==> src/rtl/fpr_pkg.sv <==
package fpr_pkg;
    typedef enum logic [1:0] {
        RM_NEAR = 2'b00,
        RM_ZERO = 2'b01,
        RM_UP   = 2'b10,
        RM_DOWN = 2'b11
    } rmode_e;
endpackage

==> src/rtl/fpr_decide.sv <==
module fpr_decide
    import fpr_pkg::*;
(
    input  logic   sign_i,
    input  logic   lsb_i,
    input  logic   guard_i,
    input  logic   round_i,
    input  logic   sticky_i,
    input  rmode_e mode_i,
    output logic   inc_o,
    output logic   lost_o
);
    logic below_half;

    always_comb begin
        below_half = round_i | sticky_i;
        lost_o     = guard_i | below_half;
        unique case (mode_i)
            RM_NEAR: inc_o = guard_i & (below_half | lsb_i);
            RM_ZERO: inc_o = 1'b0;
            RM_UP:   inc_o = lost_o & ~sign_i;
            RM_DOWN: inc_o = lost_o & sign_i;
            default: inc_o = 1'b0;
        endcase
    end
endmodule

==> src/rtl/fpr_incr.sv <==
module fpr_incr #(
    parameter int FRAC_W = 23
) (
    input  logic [FRAC_W:0]   sig_i,
    input  logic              inc_i,
    output logic [FRAC_W-1:0] frac_o,
    output logic              carry_o
);
    localparam int SUM_W = FRAC_W + 2;

    logic [SUM_W-1:0] sum;

    always_comb begin
        sum     = {1'b0, sig_i} + {{(SUM_W-1){1'b0}}, inc_i};
        carry_o = sum[SUM_W-1];
        if (carry_o) frac_o = sum[FRAC_W:1];
        else         frac_o = sum[FRAC_W-1:0];
    end
endmodule

==> src/rtl/fpr_pack.sv <==
module fpr_pack
    import fpr_pkg::*;
#(
    parameter int EXP_W  = 8,
    parameter int FRAC_W = 23
) (
    input  logic                      sign_i,
    input  logic [EXP_W-1:0]          exp_i,
    input  logic                      carry_i,
    input  logic [FRAC_W-1:0]         frac_i,
    input  rmode_e                    mode_i,
    output logic [EXP_W+FRAC_W:0]     word_o,
    output logic                      ovf_o
);
    localparam logic [EXP_W:0]   EXP_TOP = {1'b0, {EXP_W{1'b1}}};
    localparam logic [EXP_W-1:0] EXP_MAX = {{(EXP_W-1){1'b1}}, 1'b0};

    logic [EXP_W:0] exp_sum;
    logic           to_inf;

    always_comb begin
        exp_sum = {1'b0, exp_i} + {{EXP_W{1'b0}}, carry_i};
        ovf_o   = (exp_sum >= EXP_TOP);
        unique case (mode_i)
            RM_NEAR: to_inf = 1'b1;
            RM_ZERO: to_inf = 1'b0;
            RM_UP:   to_inf = ~sign_i;
            RM_DOWN: to_inf = sign_i;
            default: to_inf = 1'b0;
        endcase
        if (!ovf_o)
            word_o = {sign_i, exp_sum[EXP_W-1:0], frac_i};
        else if (to_inf)
            word_o = {sign_i, {EXP_W{1'b1}}, {FRAC_W{1'b0}}};
        else
            word_o = {sign_i, EXP_MAX, {FRAC_W{1'b1}}};
    end
endmodule

==> src/rtl/fpr_round_unit.sv <==
module fpr_round_unit
    import fpr_pkg::*;
#(
    parameter int EXP_W   = 8,
    parameter int FRAC_W  = 23,
    parameter bit OUT_REG = 1'b1
) (
    input  logic                  clk,
    input  logic                  rst_n,
    input  logic                  sign_i,
    input  logic [EXP_W-1:0]      exp_i,
    input  logic [FRAC_W:0]       sig_i,
    input  logic                  guard_i,
    input  logic                  round_i,
    input  logic                  sticky_i,
    input  logic [1:0]            mode_i,
    output logic [EXP_W+FRAC_W:0] word_o,
    output logic                  ovf_o,
    output logic                  inexact_o
);
    localparam int WORD_W = EXP_W + FRAC_W + 1;

    rmode_e              mode;
    logic                inc;
    logic                lost;
    logic [FRAC_W-1:0]   frac_r;
    logic                carry;
    logic [WORD_W-1:0]   word_c;
    logic                ovf_c;

    assign mode = rmode_e'(mode_i);

    fpr_decide u_decide (
        .sign_i  (sign_i),
        .lsb_i   (sig_i[0]),
        .guard_i (guard_i),
        .round_i (round_i),
        .sticky_i(sticky_i),
        .mode_i  (mode),
        .inc_o   (inc),
        .lost_o  (lost)
    );

    fpr_incr #(.FRAC_W(FRAC_W)) u_incr (
        .sig_i  (sig_i),
        .inc_i  (inc),
        .frac_o (frac_r),
        .carry_o(carry)
    );

    fpr_pack #(.EXP_W(EXP_W), .FRAC_W(FRAC_W)) u_pack (
        .sign_i (sign_i),
        .exp_i  (exp_i),
        .carry_i(carry),
        .frac_i (frac_r),
        .mode_i (mode),
        .word_o (word_c),
        .ovf_o  (ovf_c)
    );

    generate
        if (OUT_REG) begin : g_reg
            always_ff @(posedge clk or negedge rst_n) begin
                if (!rst_n) begin
                    word_o    <= '0;
                    ovf_o     <= 1'b0;
                    inexact_o <= 1'b0;
                end else begin
                    word_o    <= word_c;
                    ovf_o     <= ovf_c;
                    inexact_o <= lost;
                end
            end

            // exact in-range values pass through the stage untouched
            a_r1_exact_pass: assert property (@(posedge clk) disable iff (!rst_n)
                (!guard_i && !round_i && !sticky_i && exp_i != {EXP_W{1'b1}})
                |=> word_o == $past({sign_i, exp_i, sig_i[FRAC_W-1:0]}));

            // truncation keeps exponent and fraction
            a_r3_no_increment: assert property (@(posedge clk) disable iff (!rst_n)
                (mode_i == RM_ZERO && exp_i != {EXP_W{1'b1}})
                |=> word_o[WORD_W-2:0] == $past({exp_i, sig_i[FRAC_W-1:0]}));

            // a saturated word is infinity or the largest finite value
            a_r6_sat_shape: assert property (@(posedge clk) disable iff (!rst_n)
                ovf_o |-> ((word_o[WORD_W-2:FRAC_W] == {EXP_W{1'b1}} && word_o[FRAC_W-1:0] == '0)
                        || (word_o[WORD_W-2:FRAC_W] == {{(EXP_W-1){1'b1}}, 1'b0}
                            && word_o[FRAC_W-1:0] == {FRAC_W{1'b1}})));

            // inexact follows the discarded bits one clock later
            a_r7_inexact: assert property (@(posedge clk) disable iff (!rst_n)
                (guard_i || round_i || sticky_i) |=> inexact_o);

            // sign always travels through the register stage
            a_r8_sign_delay: assert property (@(posedge clk) disable iff (!rst_n)
                1'b1 |=> word_o[WORD_W-1] == $past(sign_i));
        end else begin : g_comb
            assign word_o    = word_c;
            assign ovf_o     = ovf_c;
            assign inexact_o = lost;
        end
    endgenerate
endmodule

==> config.mk <==
export PLATFORM = sky130hd
export DESIGN_NAME = fpr_round_unit
export DESIGN_NICKNAME = d
export VERILOG_FILES = /design/src/rtl/fpr_pkg.sv /design/src/rtl/fpr_decide.sv /design/src/rtl/fpr_incr.sv /design/src/rtl/fpr_pack.sv /design/src/rtl/fpr_round_unit.sv
export SDC_FILE = /design/constraint.sdc
export NUM_CORES = 1
export LEC_CHECK = 0
export ABC_AREA = 1
export BUFFER_PORTS_ARGS = -buffer_cell sky130_fd_sc_hd__buf_2
export CAP_MARGIN = 20
export CORE_ASPECT_RATIO = 0.6
export CORE_MARGIN = 4
export CORE_UTILIZATION = 47
export CTS_BUF_LIST = sky130_fd_sc_hd__clkbuf_2 sky130_fd_sc_hd__clkbuf_4 sky130_fd_sc_hd__clkbuf_8
export DETAILED_ROUTE_END_ITERATION = 12
export HOLD_SLACK_MARGIN = 0.08
export PLACE_DENSITY_LB_ADDON = 0.15
export SLEW_MARGIN = 15
export SYNTH_ARGS = -nofsm -noshare
export SYNTH_HDL_FRONTEND = slang
export SYNTH_SLANG_ARGS = --single-unit
==> constraint.sdc <==
create_clock -name clk -period 0.8 [get_ports clk]
set_clock_uncertainty 0.05 [all_clocks]
set_input_delay 0.08 -clock clk [delete_from_list [all_inputs] [get_ports clk]]
set_output_delay 0.08 -clock clk [all_outputs]
set_load 0.1 [all_outputs]
==> results by group, run 1 <==
Synth
  • Net count after synthesis: 343
  • Fraction of post-synthesis cell area in the top cell type by area: 39.40%
  • Leading post-synthesis cells by instance count: nand2_1 (104), nand3_1 (36), dfrtp_1 (34)
  • Number of synthesized register bits: 34
  • Combined area of all synthesized cells: 2160 um^2
  • Distinct cell type count of the synthesized netlist: 28
  • Yosys top cell by area: dfrtp_1
  • Synthesized area per cell: 7.223 um^2
  • Most frequently used cell type in the post-synthesis netlist: nand2_1
  • Async set-or-reset flop fraction in the synthesized netlist: between 90% and 100%
  • Warnings from Yosys: 0
  • Synth Instances: 299
  • Part of the Yosys area used for sequential elements: 39.40%
  • Most instantiated flip-flop cell in the synthesis netlist: dfrtp_1
  • Dominant cells by area after synthesis: dfrtp_1 (39%), nand2_1 (18%), nand3_1 (8.3%)
  • EDFF count, synth: 0

Clocking
  • Clock Tree Buf Depth: 2
  • Number of buffers added by the clock tree synthesis step: 5
  • Number of clock sinks: 34
  • Clk root buf: clkbuf_8
  • CTS H-Tree Depth: 2

Place
  • Routability congestion estimate: 0.9174
  • DP Worst Slack: -2.176 ns
  • Detailed placement HPWL: 6.441 mm
  • Instance area at placement: 3697 um^2
  • I/O Buffers: 73

Outcome
  • Run status: aborted with a tool error
  • Failing step: global routing
  • First logged error message: [ERROR DPL-0038] Utilization greater than 100%, impossible to legalize

Global routing
  • Maximum number of pins on one net before global-route repair: 35

Timing
  • Pin type at the end of the worst path: register data pin
  • Grt repair worst endpoint: word_o[29]$_DFF_PN0_/D

Floorplanning
  • Row Count: 18
  • Number of placed I/O pins: 74
  • Initial standard-cell utilization of the core: 50.73%
  • Die extent in y: slightly above 60 um
  • Floorplan die width: 95.51 um
## what timing repair did
item | CTS
hold buffers | 2
hold endpoints to repair | 36
setup endpoints to repair | 66
buffers inserted | 23
pin swaps | 8
gates resized for setup | 19
cloned | 0
## cells by family after synthesis
group / share of synthesized area [%]
simple gates: 44.73
flops: 39.40
buf+inv: 5.909
compound gates: 3.592
xor+xnor: 4.055
fa+ha+maj: 2.318
## stage by stage
step,cells,util (%)
4_1_cts,523,96.74
2_1_floorplan,299,-
3_3_place_gp,490,86.86
3_5_place_dp,490,86.86
==> run 2: changes to the inputs <==
CORE_ASPECT_RATIO = unset   (was 0.6)
CORE_UTILIZATION = 40   (was 47)
CTS_BUF_LIST = unset   (was sky130_fd_sc_hd__clkbuf_2 sky130_fd_sc_hd__clkbuf_4 sky130_fd_sc_hd__clkbuf_8)
HOLD_SLACK_MARGIN = unset   (was 0.08)
clock period = 1.05 ns   (was 0.8 ns; I/O delays follow)
==> results by group, run 2 <==
Setup path
  • Classification of the worst setup path: in -> reg
  • Max stage delay on crit path: 0.22 ns
  • Critical Path Sink Type: flop
  • Number of buffers and inverters on the critical path: 2
  • Max FO, Critical Path: 4
  • Cell family contributing the most delay on the critical path: simple AND/OR/NAND/NOR gates
  • Required time reported for the critical path endpoint: 1.17 ns
  • Sort of element at the start of the critical path: primary input
  • Worst path arrival time: between 2 and 3 ns
  • Cell at the slowest stage of the critical path: or2_4
  • Cell-by-cell trace of the critical path: buf_2 -> nand3_2 -> o21ai_2 -> nand3_1 -> o21ai_2 -> ha_2 -> ha_4 -> nand3_4 -> nor2_4 -> nand3_4 -> nor3_4 -> ha_4 -> nand2_4 -> nor2_4 -> nand3_2 -> nand2_2 -> nor2_4 -> nand3_4 -> nand2_4 -> buf_4 -> or2_4

Layout
  • Largest register FFs: 32
  • Most frequent standard cell in the layout excluding fill and tap cells: nand2_1
  • Area overhead of the layout relative to synthesis: 82.45%
  • Leading cell types in the layout, fill and taps excluded: nand2_1 (101), buf_4 (63), buf_12 (38)
  • Fin area: 3940 um^2
  • Diodes inserted: 0
  • Post-route insts no fill: 514
  • Top Registers: word_o (32), inexact_o (1), ovf_o (1)
  • Proportion of layout cells with a drive suffix above 1: 43.92%
  • Largest register by flop count: word_o
  • Layout net count: 487
  • Fill cells: 367
  • Fin util: 76.17%

Timing
  • Total Negative Setup Slacks: -45.76 ns
  • Count of final hold-check violations: 0
  • Count of pins over their slew limit: 0
  • Worst-case headroom to the max-slew limit: between 70% and 80%
  • Tightest Pin Transition: 0.3907 ns
  • Final setup violation count: 32
  • Worst hold slack across all endpoints: 0.1795 ns
  • Crit share post-route: 240.7%
  • Worst setup margin: -1.478 ns
  • Upper clock frequency limit: about 0.40 GHz
  • RSZ-0062 raised after global routing: true
  • Final worst path period need: 2.528 ns

Worst hold path
  • Launch instance of the worst min-delay path: sig_i[1]
  • Cell depth of the worst min-delay path: 4
  • Path type of the worst min-delay path: in -> reg
  • Endpoint, Worst Hold: word_o[1]$_DFF_PN0_

Clocking
  • CTS H-Tree Depth: 2 (unchanged)
  • Clk root buf: clkbuf_8 (unchanged)
  • Clock-pin slew reported for the worst setup and hold paths after clock tree synthesis: 0.07 ns
  • Number of buffers added by the clock tree synthesis step: 5 (unchanged)
  • Number of clock sinks: 34 (unchanged)
  • Clock tree from TritonCTS: yes
  • Clock Tree Buf Depth: 2 (unchanged)

Synth
  • Fraction of post-synthesis cell area in the top cell type by area: 39.40% (unchanged)
  • Most instantiated flip-flop cell in the synthesis netlist: dfrtp_1 (unchanged)
  • Number of synthesized register bits: 34 (unchanged)
  • Leading post-synthesis cells by instance count: nand2_1 (104), nand3_1 (36), dfrtp_1 (34) (unchanged)
  • Net count after synthesis: 343 (unchanged)
  • Most frequently used cell type in the post-synthesis netlist: nand2_1 (unchanged)
  • Part of the Yosys area used for sequential elements: 39.40% (unchanged)
  • Synth Instances: 299 (unchanged)
  • EDFF count, synth: 0 (unchanged)
  • Combined area of all synthesized cells: 2160 um^2 (unchanged)
  • Distinct cell type count of the synthesized netlist: 28 (unchanged)
  • Async set-or-reset flop fraction in the synthesized netlist: 100.0% (unchanged)
  • Synthesized area per cell: 7.223 um^2 (unchanged)
  • Yosys top cell by area: dfrtp_1 (unchanged)
  • Dominant cells by area after synthesis: dfrtp_1 (39%), nand2_1 (18%), nand3_1 (8.3%) (unchanged)
  • Warnings from Yosys: 0 (unchanged)

Route
  • Routed wirelength normalized by instance count: 12.76 um
  • Post-detailed-route via-to-cell ratio: 4.786
  • DRC violations left: 0
  • Length of the first detailed-routing pass in iterations: 4
  • Total length of routed wires: 6.557 mm
  • Number of nets with antenna violations after routing: 0
  • DR iter-0 viols: 89
  • Vias: roughly 2500

Place
  • DP Worst Slack: -1.874 ns (was -2.176 ns)
  • Total instance count after detailed placement: 496 (was 490)
  • Routability congestion estimate: 0.9238 (was 0.9174)
  • Instance area at placement: 3646 um^2 (was 3697 um^2)
  • I/O Buffers: 73 (unchanged)
  • Detailed placement HPWL: 5.234 mm (was 6.441 mm)

Pwr
  • Net switching power: ~1.4 mW
  • Switching fraction of total power: 36.48%
  • Sequential fraction of design power: 36.8%
  • Max rail drop VDD: 0.7154 mV
  • Power density normalized to cell area: 999.2 nW/um^2
  • Clk network pwr share: about a quarter
  • Overall power of the completed layout: 3.937 mW
  • Cell internal power dissipation: roughly 2.5 mW
  • Total leakage power: 2.041 nW
  • Combinational group share of total power: 37.9%

Floorplanning
  • Floorplan die width: 81.48 um (was 95.51 um)
  • Die outline area: 6638 um^2
  • Row Count: 26 (was 18)
  • Initial standard-cell utilization of the core: 41.75% (was 50.73%)
  • Core footprint: 5172 um^2
  • Die extent in y: 81.48 um (was 60.51 um)
  • Number of placed I/O pins: 74 (unchanged)

Global routing
  • Number of antenna violations at the first check in global routing: 0
  • Maximum number of pins on one net before global-route repair: 35
  • Number of global-route vias before repair: ~2300
  • Overflow after GRT: 0
  • First-pass GRT wire length: 10.44 mm
  • GRT Overall Usage: 20.67%

Run
  • # Max-Cap Violations: 0

Outcome
  • Violated checks: setup timing
  • Run status: finished with violations (was aborted with a tool error)
-- run 2: cell counts after synthesis --
Identical to the previous run, type by type.
-- run 2: timing repair --
item | in CTS | in global routing
setup endpoints to repair | 33 | 35
hold buffers | 3 | 0
pin swaps | 12 | 3
hold endpoints to repair | 36 | 0
setup buffers | 4 | 3
gates resized for setup | 14 | 12
-- run 2: power by group through the flow --
stage | Clock, mW | Combinational (mW) | Sequential [mW]
2_1_floorplan | 0 | 0.229 | 1.98
3_3_place_gp | 0 | 1.43 | 1.47
3_5_place_dp | 0 | 1.44 | 1.47
4_1_cts | 1.01 | 1.48 | 1.45
5_1_grt | 1.06 | 1.57 | 1.45
6_report | 0.997 | 1.49 | 1.45
-- run 2: area by class of cell --
cell class / count / area [um^2] / area share [%]
Timing Repair Buffer: 144 / 1489 / 37.79
Sequential cell: 34 / 850.8 / 21.59
Inverter: 22 / 82.58 / 2.096
Tap cell: 70 / 87.58 / 2.223
Clock buffer: 6 / 82.58 / 2.096
Multi-Input combinational cell: 236 / 1335 / 33.88
Clock inverter: 2 / 12.51 / 0.3176
-- run 2: layer usage --
| metal | global-route usage, % | up-vias | wire (um) |
|---|---|---|---|
| met5 | 0 | - | 0 |
| met4 | 8.108 | 0 | 175 |
| met3 | 2.741 | 15 | 428 |
| met2 | 35.18 | 94 | 3201 |
| met1 | 26.51 | 1109 | 2751 |
| li1 | - | 1242 | - |
-- run 2: worst max path at each step --
stage	cells after the start	from	to	slack (ns)
detailed placement	20	mode_i[1]	word_o[0]$_DFF_PN0_	-1.87
global route	22	sign_i	word_o[11]$_DFF_PN0_	-1.69
finish	21	sign_i	word_o[24]$_DFF_PN0_	-1.48
floorplan	20	mode_i[1]	word_o[10]$_DFF_PN0_	-1.69
CTS	20	mode_i[1]	word_o[11]$_DFF_PN0_	-1.42
global placement	20	mode_i[1]	word_o[12]$_DFF_PN0_	-1.79
-- run 2: cell families after synthesis --
| family | synth area share, % |
|---|---|
| buffers and inverters | 5.909 |
| AOI/OAI and AO/OA | 3.592 |
| xor gates and xnor gates | 4.055 |
| DFF | 39.40 |
| and+or+nand+nor | 44.73 |
| adders and majority gates | 2.318 |
Power figures use the tool's default switching activity.
